File: src/rtl/mdio_pkg.sv
package mdio_pkg;
    localparam int FRAME_BITS = 64;
    localparam int TA_FIRST   = 46;
    localparam int DATA_FIRST = 48;

    localparam logic [1:0] ST_SHORT = 2'b01;
    localparam logic [1:0] ST_EXT   = 2'b00;
    localparam logic [1:0] TA_DRV   = 2'b10;

    function automatic logic [FRAME_BITS-1:0] make_frame(
        input logic [1:0]  st,
        input logic [1:0]  op,
        input logic [4:0]  phy,
        input logic [4:0]  fld,
        input logic [15:0] payload
    );
        return {32'hFFFF_FFFF, st, op, phy, fld, TA_DRV, payload};
    endfunction
endpackage

File: src/rtl/mdio_mdc_div.sv
module mdio_mdc_div #(
    parameter int HALF_W = 4
) (
    input  logic              clk,
    input  logic              rst_n,
    input  logic              run,
    input  logic [HALF_W-1:0] half_len,
    output logic              mdc,
    output logic              rise_ev,
    output logic              fall_ev
);
    typedef struct packed {
        logic [HALF_W-1:0] cnt;
        logic              clk_lvl;
    } div_t;

    div_t st_d, st_q;

    always_comb begin
        st_d    = st_q;
        rise_ev = 1'b0;
        fall_ev = 1'b0;
        if (!run) begin
            st_d.cnt     = '0;
            st_d.clk_lvl = 1'b0;
        end else if (st_q.cnt == half_len - HALF_W'(1)) begin
            st_d.cnt     = '0;
            st_d.clk_lvl = !st_q.clk_lvl;
            rise_ev      = !st_q.clk_lvl;
            fall_ev      = st_q.clk_lvl;
        end else begin
            st_d.cnt = st_q.cnt + HALF_W'(1);
        end
    end

    always_ff @(posedge clk or negedge rst_n) begin
        if (!rst_n) st_q <= '0;
        else        st_q <= st_d;
    end

    assign mdc = st_q.clk_lvl;
endmodule

File: src/rtl/mdio_frame_eng.sv
module mdio_frame_eng
    import mdio_pkg::*;
(
    input  logic                  clk,
    input  logic                  rst_n,
    input  logic                  start,
    input  logic [FRAME_BITS-1:0] frame_a,
    input  logic [FRAME_BITS-1:0] frame_b,
    input  logic                  two_frames,
    input  logic                  is_read,
    input  logic                  rise_ev,
    input  logic                  fall_ev,
    input  logic                  mdio_i,
    output logic                  active,
    output logic                  mdio_o,
    output logic                  mdio_oe,
    output logic                  done,
    output logic [15:0]           rdata
);
    localparam int CNT_W = $clog2(FRAME_BITS);

    typedef struct packed {
        logic                  busy;
        logic                  two;
        logic                  second;
        logic                  rd;
        logic [CNT_W-1:0]      cnt;
        logic [FRAME_BITS-1:0] sh;
        logic [FRAME_BITS-1:0] pend;
        logic [15:0]           cap;
    } eng_t;

    eng_t st_d, st_q;
    logic last_frame;
    logic released;

    assign last_frame = !st_q.two || st_q.second;
    assign released   = st_q.rd && last_frame && (st_q.cnt >= CNT_W'(TA_FIRST));

    always_comb begin
        st_d = st_q;
        done = 1'b0;
        if (start) begin
            st_d.busy   = 1'b1;
            st_d.two    = two_frames;
            st_d.second = 1'b0;
            st_d.rd     = is_read;
            st_d.cnt    = '0;
            st_d.sh     = frame_a;
            st_d.pend   = frame_b;
            st_d.cap    = '0;
        end else if (st_q.busy) begin
            if (rise_ev && st_q.rd && last_frame && st_q.cnt >= CNT_W'(DATA_FIRST))
                st_d.cap = {st_q.cap[14:0], mdio_i};
            if (fall_ev) begin
                if (st_q.cnt == CNT_W'(FRAME_BITS - 1)) begin
                    if (!last_frame) begin
                        st_d.sh     = st_q.pend;
                        st_d.cnt    = '0;
                        st_d.second = 1'b1;
                    end else begin
                        st_d.busy = 1'b0;
                        done      = 1'b1;
                    end
                end else begin
                    st_d.sh  = {st_q.sh[FRAME_BITS-2:0], 1'b0};
                    st_d.cnt = st_q.cnt + CNT_W'(1);
                end
            end
        end
    end

    always_ff @(posedge clk or negedge rst_n) begin
        if (!rst_n) st_q <= '0;
        else        st_q <= st_d;
    end

    assign active  = st_q.busy;
    assign mdio_o  = st_q.busy & st_q.sh[FRAME_BITS-1];
    assign mdio_oe = st_q.busy & !released;
    assign rdata   = st_q.cap;
endmodule

File: src/rtl/mdio_mgmt.sv
module mdio_mgmt
    import mdio_pkg::*;
#(
    parameter int CR_W = 3,
    parameter int STEP = 1
) (
    input  logic        clk,
    input  logic        rst_n,
    input  logic        wr_en,
    input  logic        wr_sel,
    input  logic [31:0] wr_data,
    input  logic        rd_sel,
    output logic [31:0] rd_data,
    output logic        mdc,
    input  logic        mdio_i,
    output logic        mdio_o,
    output logic        mdio_oe
);
    localparam int CR_LSB  = 4;
    localparam int FLD_LSB = 8;
    localparam int PHY_LSB = 16;
    localparam int HALF_W  = CR_W + $clog2(STEP) + 1;

    typedef struct packed {
        logic            busy;
        logic            ext;
        logic [1:0]      op;
        logic [CR_W-1:0] cr;
        logic [4:0]      fld;
        logic [4:0]      phy;
        logic [31:0]     data;
    } reg_t;

    reg_t st_d, st_q;

    logic                  start;
    logic                  done;
    logic                  active;
    logic                  rise_ev, fall_ev;
    logic [15:0]           rdata;
    logic [HALF_W-1:0]     half_len;
    logic [FRAME_BITS-1:0] frame_a, frame_b;
    logic [31:0]           cmd_view;

    logic       w_ext, w_rd;
    logic [4:0] w_phy, w_fld;

    assign w_ext = wr_data[1];
    assign w_rd  = wr_data[3];
    assign w_phy = wr_data[PHY_LSB +: 5];
    assign w_fld = wr_data[FLD_LSB +: 5];

    always_comb begin
        if (w_ext) begin
            frame_a = make_frame(ST_EXT, 2'b00, w_phy, w_fld, st_q.data[31:16]);
        end else begin
            frame_a = make_frame(ST_SHORT, w_rd ? 2'b10 : 2'b01, w_phy, w_fld,
                                 st_q.data[15:0]);
        end
        frame_b = make_frame(ST_EXT, w_rd ? 2'b11 : 2'b01, w_phy, w_fld, st_q.data[15:0]);
    end

    always_comb begin
        st_d  = st_q;
        start = 1'b0;
        if (wr_en && !st_q.busy) begin
            if (!wr_sel) begin
                st_d.ext  = w_ext;
                st_d.op   = wr_data[3:2];
                st_d.cr   = wr_data[CR_LSB +: CR_W];
                st_d.fld  = w_fld;
                st_d.phy  = w_phy;
                st_d.busy = wr_data[0];
                start     = wr_data[0];
            end else begin
                st_d.data = wr_data;
            end
        end
        if (done) begin
            st_d.busy = 1'b0;
            if (st_q.op[1]) st_d.data[15:0] = rdata;
        end
    end

    always_ff @(posedge clk or negedge rst_n) begin
        if (!rst_n) st_q <= '0;
        else        st_q <= st_d;
    end

    assign half_len = HALF_W'((32'(st_q.cr) + 32'd1) * STEP);

    always_comb begin
        cmd_view                     = '0;
        cmd_view[0]                  = st_q.busy;
        cmd_view[1]                  = st_q.ext;
        cmd_view[3:2]                = st_q.op;
        cmd_view[CR_LSB +: CR_W]     = st_q.cr;
        cmd_view[FLD_LSB +: 5]       = st_q.fld;
        cmd_view[PHY_LSB +: 5]       = st_q.phy;
    end

    assign rd_data = rd_sel ? st_q.data : cmd_view;

    mdio_mdc_div #(.HALF_W(HALF_W)) u_div (
        .clk      (clk),
        .rst_n    (rst_n),
        .run      (active),
        .half_len (half_len),
        .mdc      (mdc),
        .rise_ev  (rise_ev),
        .fall_ev  (fall_ev)
    );

    mdio_frame_eng u_eng (
        .clk        (clk),
        .rst_n      (rst_n),
        .start      (start),
        .frame_a    (frame_a),
        .frame_b    (frame_b),
        .two_frames (w_ext),
        .is_read    (w_rd),
        .rise_ev    (rise_ev),
        .fall_ev    (fall_ev),
        .mdio_i     (mdio_i),
        .active     (active),
        .mdio_o     (mdio_o),
        .mdio_oe    (mdio_oe),
        .done       (done),
        .rdata      (rdata)
    );
endmodule

File: config.mk
export PLATFORM = sky130hd
export DESIGN_NAME = mdio_mgmt
export DESIGN_NICKNAME = d
export VERILOG_FILES = /design/src/rtl/mdio_pkg.sv /design/src/rtl/mdio_mdc_div.sv /design/src/rtl/mdio_frame_eng.sv /design/src/rtl/mdio_mgmt.sv
export SDC_FILE = /design/constraint.sdc
export NUM_CORES = 1
export LEC_CHECK = 0
export BUFFER_PORTS_ARGS = -buffer_cell sky130_fd_sc_hd__buf_2
export CAP_MARGIN = 0
export CORE_ASPECT_RATIO = 0.9
export CORE_UTILIZATION = 40
export CTS_BUF_LIST = sky130_fd_sc_hd__clkbuf_8
export DETAILED_ROUTE_END_ITERATION = 8
export PLACE_DENSITY = 0.54
export SYNTH_ARGS = -nofsm -noshare
export SYNTH_HDL_FRONTEND = slang
export SYNTH_SLANG_ARGS = --single-unit
File: constraint.sdc
create_clock -name clk -period 2.3 [get_ports clk]
set_input_delay 0.345 -clock clk [delete_from_list [all_inputs] [get_ports clk]]
set_output_delay 0.345 -clock clk [all_outputs]
set_load 0.01 [all_outputs]
# [Word level (Yosys, flattened, before mapping)]
# Cells that the tools add are included.
[classes] n_addsub=4 mul=0 div_mod_pow=0 n_lt_le_gt_ge=2 eq_ne=6 shifts=0 mux=42 bitwise_logic=3 n_reduce_logical=22
[ops] operator="$mux 70" count=5
[ops] operator="$mux 16" count=5
[ops] operator="$mux 32" count=2
[ops] operator="$mux 49" count=1
[ops] operator="$mux 31" count=1
[ops] operator="$mux 1" count=23
[ops] operator="$mux 17" count=1
[ops] operator="$ge 6x6->1 const B" count=2
[ops] operator="$reduce_bool 2->1" count=5
[ops] operator="$reduce_and 2->1" count=4
[ops] operator="$add 6x1->6 const B" count=1
[ops] operator="$eq 6x6->1 const B" count=1
[ops] operator="$logic_and 1x1->1" count=6
[ops] operator="$mux 5" count=1
[ops] operator="$add 3x1->4 const B" count=1
[ops] operator="$add 4x1->4 const B" count=1
[ops] operator="$eq 4x4->1" count=1
[ops] operator="$logic_not 1->1" count=4
[ops] operator="$mux 2" count=2
[ops] operator="$mux 4" count=1
[ops] operator="$ne 2x2->1 const B" count=2
[ops] operator="$reduce_and 4->1" count=1
[ops] operator="$sub 4x1->4 const B" count=1
[ops] operator="$ne 3x3->1 const B" count=1
[ops] operator="5 further kinds" count=6
[word_totals] reg_bits=174 latch_bits=0 ram_bits=0 romBits=0 in_bits=38 output_inout_bits=35 elab_cells=97 n_memories=0

# [Depth between registers and ports, before layout]
[logic_depth] word_depth=11 depth_mapped=8 depth_no_buf=5

# [Cells and area by module]
# A second synthesis with hierarchy kept.
[hier_totals] hier_cells=844 hier_area_um2=9688.0
[by_module_without_submodules] module="mdio_frame_eng" n_inst=1 cells_each=551 area_each_um2=6826.5 seq_area_each_um2=3853.7
[by_module_without_submodules] module="mdio_mgmt" n_inst=1 cells_each=261 area_each_um2=2548.7 seq_area_each_um2=1226.2
[by_module_without_submodules] module="mdio_mdc_div" n_inst=1 cells_each=32 area_each_um2=312.8 seq_area_each_um2=125.1

# [Least setup slack after synthesis]
# No wires, ideal clock.
[synth_path] path_kind="flip-flop to flip-flop" start="register u_eng.st_q[144] (netlist bit)" end="register u_eng.st_q[134] (netlist bit)" setup_time_ns=0.087 arrival_ns=1.884 t_required_ns=2.213 path_slack_ns=0.330 stages_incl_launch_ff=9 path_buffers=3 period_less_slack_ns=1.970 path_cell_list="dfrtp_1 > ha_1 > and3_1 > clkbuf_1 > nand2_1 > clkbuf_1 > clkbuf_1 > a21oi_1 > o211ai_1"
[synth_via] elab_chain_cells=5 elab_cells_between_ends=7 cone_classes="eq/ne (2); mux (4); reduce/logical (1)"
[synth_rtl] item="from (decl)" line="mdio_frame_eng.sv:33" rtl="eng_t st_d, st_q;"
[synth_rtl] item="from (signal assigned)" line="mdio_frame_eng.sv:75" rtl="else st_q <= st_d;"
[synth_rtl] item="$eq 6x6->1 (*)" line="mdio_frame_eng.sv:56" rtl="if (st_q.cnt == CNT_W'(FRAME_BITS - 1)) begin"
[synth_rtl] item="$mux 70" line="mdio_frame_eng.sv:56"
[synth_rtl] item="$mux 70" line="mdio_frame_eng.sv:55" rtl="if (fall_ev) begin"
[synth_rtl] item="$mux 70" line="mdio_frame_eng.sv:52" rtl="end else if (st_q.busy) begin"
[synth_rtl] item="$mux 70" line="mdio_frame_eng.sv:43" rtl="if (start) begin"
# Mark *: on every way between the ends. The rest lies on a longest branch, timed or not. The select of a mux whose other input is x is not followed.
# A chain may end at the register's enable or synchronous reset.

# [Final worst setup path]
[layout_path] start="register u_eng.st_q[144] (netlist bit)" end="register u_eng.st_q[139] (netlist bit)"
# The elaborated chain is that of the path after synthesis.

==> summary.txt <==
Critical path
  – Crit-path leading delay family: simple AND/OR/NAND/NOR gates
  – Worst path slowest cell: dfrtp_1
  – Crit start category: register
  – Critical path type: reg2reg
  – Largest stage delay on the critical path: approximately 0.42 ns
  – Worst path cell trace: ha_1 > and3_2 > nand2_2 > buf_4 > a21oi_1 > o211ai_1
  – Buffers & Inverters on Critical Path: 1
  – Critical path endpoint category: register
  – Crit path DAT: roughly 2.5 ns
  – Worst Path Max Fanout: 34
  – Crit path required time: about 2.7 ns

Detailed routing
  – Post-DRT Antenna Nets: 0
  – DR DRC count: 0
  – Vias per std cell: 5.70
  – Routed wire length: between 20 and 25 mm
  – DR vias: between 6000 and 7000
  – WL/cell: 18.7 microns
  – DR iter-0 viols: approximately 370
  – First drt pass iteration count: 4

CTS
  – Sink Count: about 170
  – Clock Root Buffer: clkbuf_8
  – CTS tree: built
  – Total CTS buffers: 17
  – H-tree Lvls: 4
  – Clock-pin slew on the worst setup and hold paths: 0.10 ns
  – Worst skew pair latency: around 0.48 ns
  – Longest Clk Path Bufs: 2
  – Postcts setup bufs: 0

Power and ir drop
  – Peak VDD IR: 0.578 mV
  – P_leak: 4.44 nW
  – Power per cell area: about 1200 nW/um^2

GRT
  – Largest net degree at the start of global routing: between 80 and 90
  – GRT Overall Usage: 20.4%
  – Initial antenna violation count: 1
  – GR Overflow Total: 0
  – Global-route wire length before repair: 34.1 mm
  – Vias in the first global route: 6313

Floorplan
  – Die height: 138 microns
  – Die Width: about 150 microns
  – Initial Util: approximately two fifths
  – # IOs: 73
  – Die area: ~21000 sq um
  – Core Region: 20100 sq um
  – Rows: between 40 and 50

Timing
  – Achievable Freq: ~0.47 GHz
  – Slew Limit Fails: 0
  – Number of setup violations in the final report: 0
  – Setup ws final: 0.175 ns
  – Hold Fails Final Rpt: 0
  – Tightest Pin Transition: 0.637 ns
  – RSZ-0062 raised after global routing: no
  – Setup Skew: roughly 0.020 ns
  – Fin Setup TNS: 0 ns
  – Tcrit/Tclk final: approximately 92%
  – Slew HR: between 50% and 60%
  – Min Tclk post-route: ~2.1 ns

Place
  – Placed Cells incl. Taps: about 1100
  – Post-place instance area: 8980 sq um
  – I/O Buffers: 72
  – Final HPWL DP: 13.2 mm
  – RePlAce Congestion: between 0.8 and 0.9
  – Pre-CTS setup slack: around 0.13 ns

Yosys
  – Yosys warns: 0
  – Distinct cells, synth: 45
  – Post-Synthesis Cells: between 700 and 800
  – Post-synth EDFFs: 0
  – Syn avg cell area: roughly 11 sq um
  – Seq/Total Area, Yosys: about half
  – Synth Register Bits: 171
  – Synth Flop Type: dfrtp_1
  – FFs w/ async S/R, synth: 100%
  – Syn nets: roughly 800
  – Post-Syn Area: slightly above 8000 sq um

Layout
  – Most common cell after layout, fill and taps aside: dfrtp_1
  – Design area: 9400 sq um
  – Layout cells sized above 1: 26.3%
  – Commonest cells after routing, fill and taps aside: dfrtp_1, nand2_1, mux2_2
  – Post-Layout Cell Count: ~1100
  – Layout overhead on the synthesized area: 13.9%
  – ANT cells: 0
  – Final-stage net count: 861

Outcome
  – Outcome: completed

Flow run
  – Max Cap Violations: 0

Worst hold path
  – Worst Hold Class: in2reg
## per-stage QoR
stage               utilization (%)  hold slack (ns)  power (mW)
floorplan                         -           0.0494        7.94
global placement               44.6            0.313        9.18
detailed placement             44.6            0.315        9.36
CTS                            46.7           0.0755        11.6
global route                   46.7           0.0648        12.3
finish                         46.7            0.105        11.5
## layout make-up
cell class,instances,area [sq um]
flip-flops and latches,171,4280
clock inverters,15,170
clock buffers,17,234
well taps,255,319
fillers,1890,10700
multi-input cells,529,3710
repair buffers,99,672
inverters,3,11.3
## cells in the mapped netlist, types with 4 or more instances
library cell / n / area, sq um
a2111oi_0: 13 / 114
a21oi_1: 51 / 255
and2_1: 18 / 113
and3_1: 16 / 100
buf_1: 9 / 33.8
buf_2: 5 / 25.0
clkbuf_1: 52 / 195
dfrtp_1: 171 / 4280
mux2_1: 16 / 180
mux2_2: 81 / 912
mux2i_1: 31 / 310
nand2_1: 125 / 469
nand3_1: 11 / 55.1
nor2_1: 9 / 33.8
o211ai_1: 49 / 368
o21ai_0: 40 / 200
o311ai_1: 15 / 131
o31ai_1: 12 / 90.1
xnor2_1: 4 / 35.0
xor2_1: 5 / 43.8
## state kept, by name, summed over array words and instances, names as in the netlist
signal	count
u_div.mdc	1
cmd_view	17
frame_b	16
st_q	16
u_div.st_q	4
u_eng.active	1
u_eng.rdata	16
u_eng.st_q	100
## per-layer routing
metal | global-route usage, % | vias to the layer above | wire [microns]
met1 | 29.7 | 3187 | 9970
met5 | 0 | - | 0
met2 | 31.3 | 127 | 9480
li1 | - | 2886 | -
met3 | 4.42 | 11 | 768
met4 | 4.37 | 0 | 129
## kinds of logic (layout without fill, tap and decap cells)
logic type / Yosys count / after routing / synth area share, %
XOR/XNOR: 9 / 9 / 0.956
AO/OA/AOI/OAI: 189 / 189 / 14.9
adder cells (fa/ha/maj): 2 / 2 / 0.303
AND/OR/NAND/NOR: 201 / 201 / 11.4
flip-flops: 171 / 171 / 51.9
buffers and inverters: 72 / 134 / 3.54
multiplexers: 128 / 128 / 17.0
## worst paths after layout
check                                     start         endpoint  slack, ns  cells after the start
worst max-delay path            u_eng.st_q[144]  u_eng.st_q[139]       0.17                      6
worst min-delay path                wr_data[24]         st_q[24]       0.10                      2
worst max register to register  u_eng.st_q[144]  u_eng.st_q[139]       0.17                      6
worst min register to register   u_eng.st_q[41]   u_eng.st_q[41]       0.47                      2
max in group asynchronous                 rst_n         st_q[17]       1.25                      3
min in group asynchronous                 rst_n   u_eng.rdata[7]       0.35                      2
## report_power, final
group	switching, mW	total [mW]	leakage [nW]	internal [mW]
Sequential	0.962	5.22	2.16	4.26
Clock	1.26	2.18	0.201	0.919
Combinational	2.04	4.06	2.08	2.02
Total	4.27	11.5	4.44	7.20
## what timing repair did
action                                  in CTS  in global routing
hold buffers                                 1                  0
resized for setup                            0                  4
endpoints found under the hold margin       42                  0
endpoints found under the setup margin       0                 11
Power figures use the tool's default switching activity.
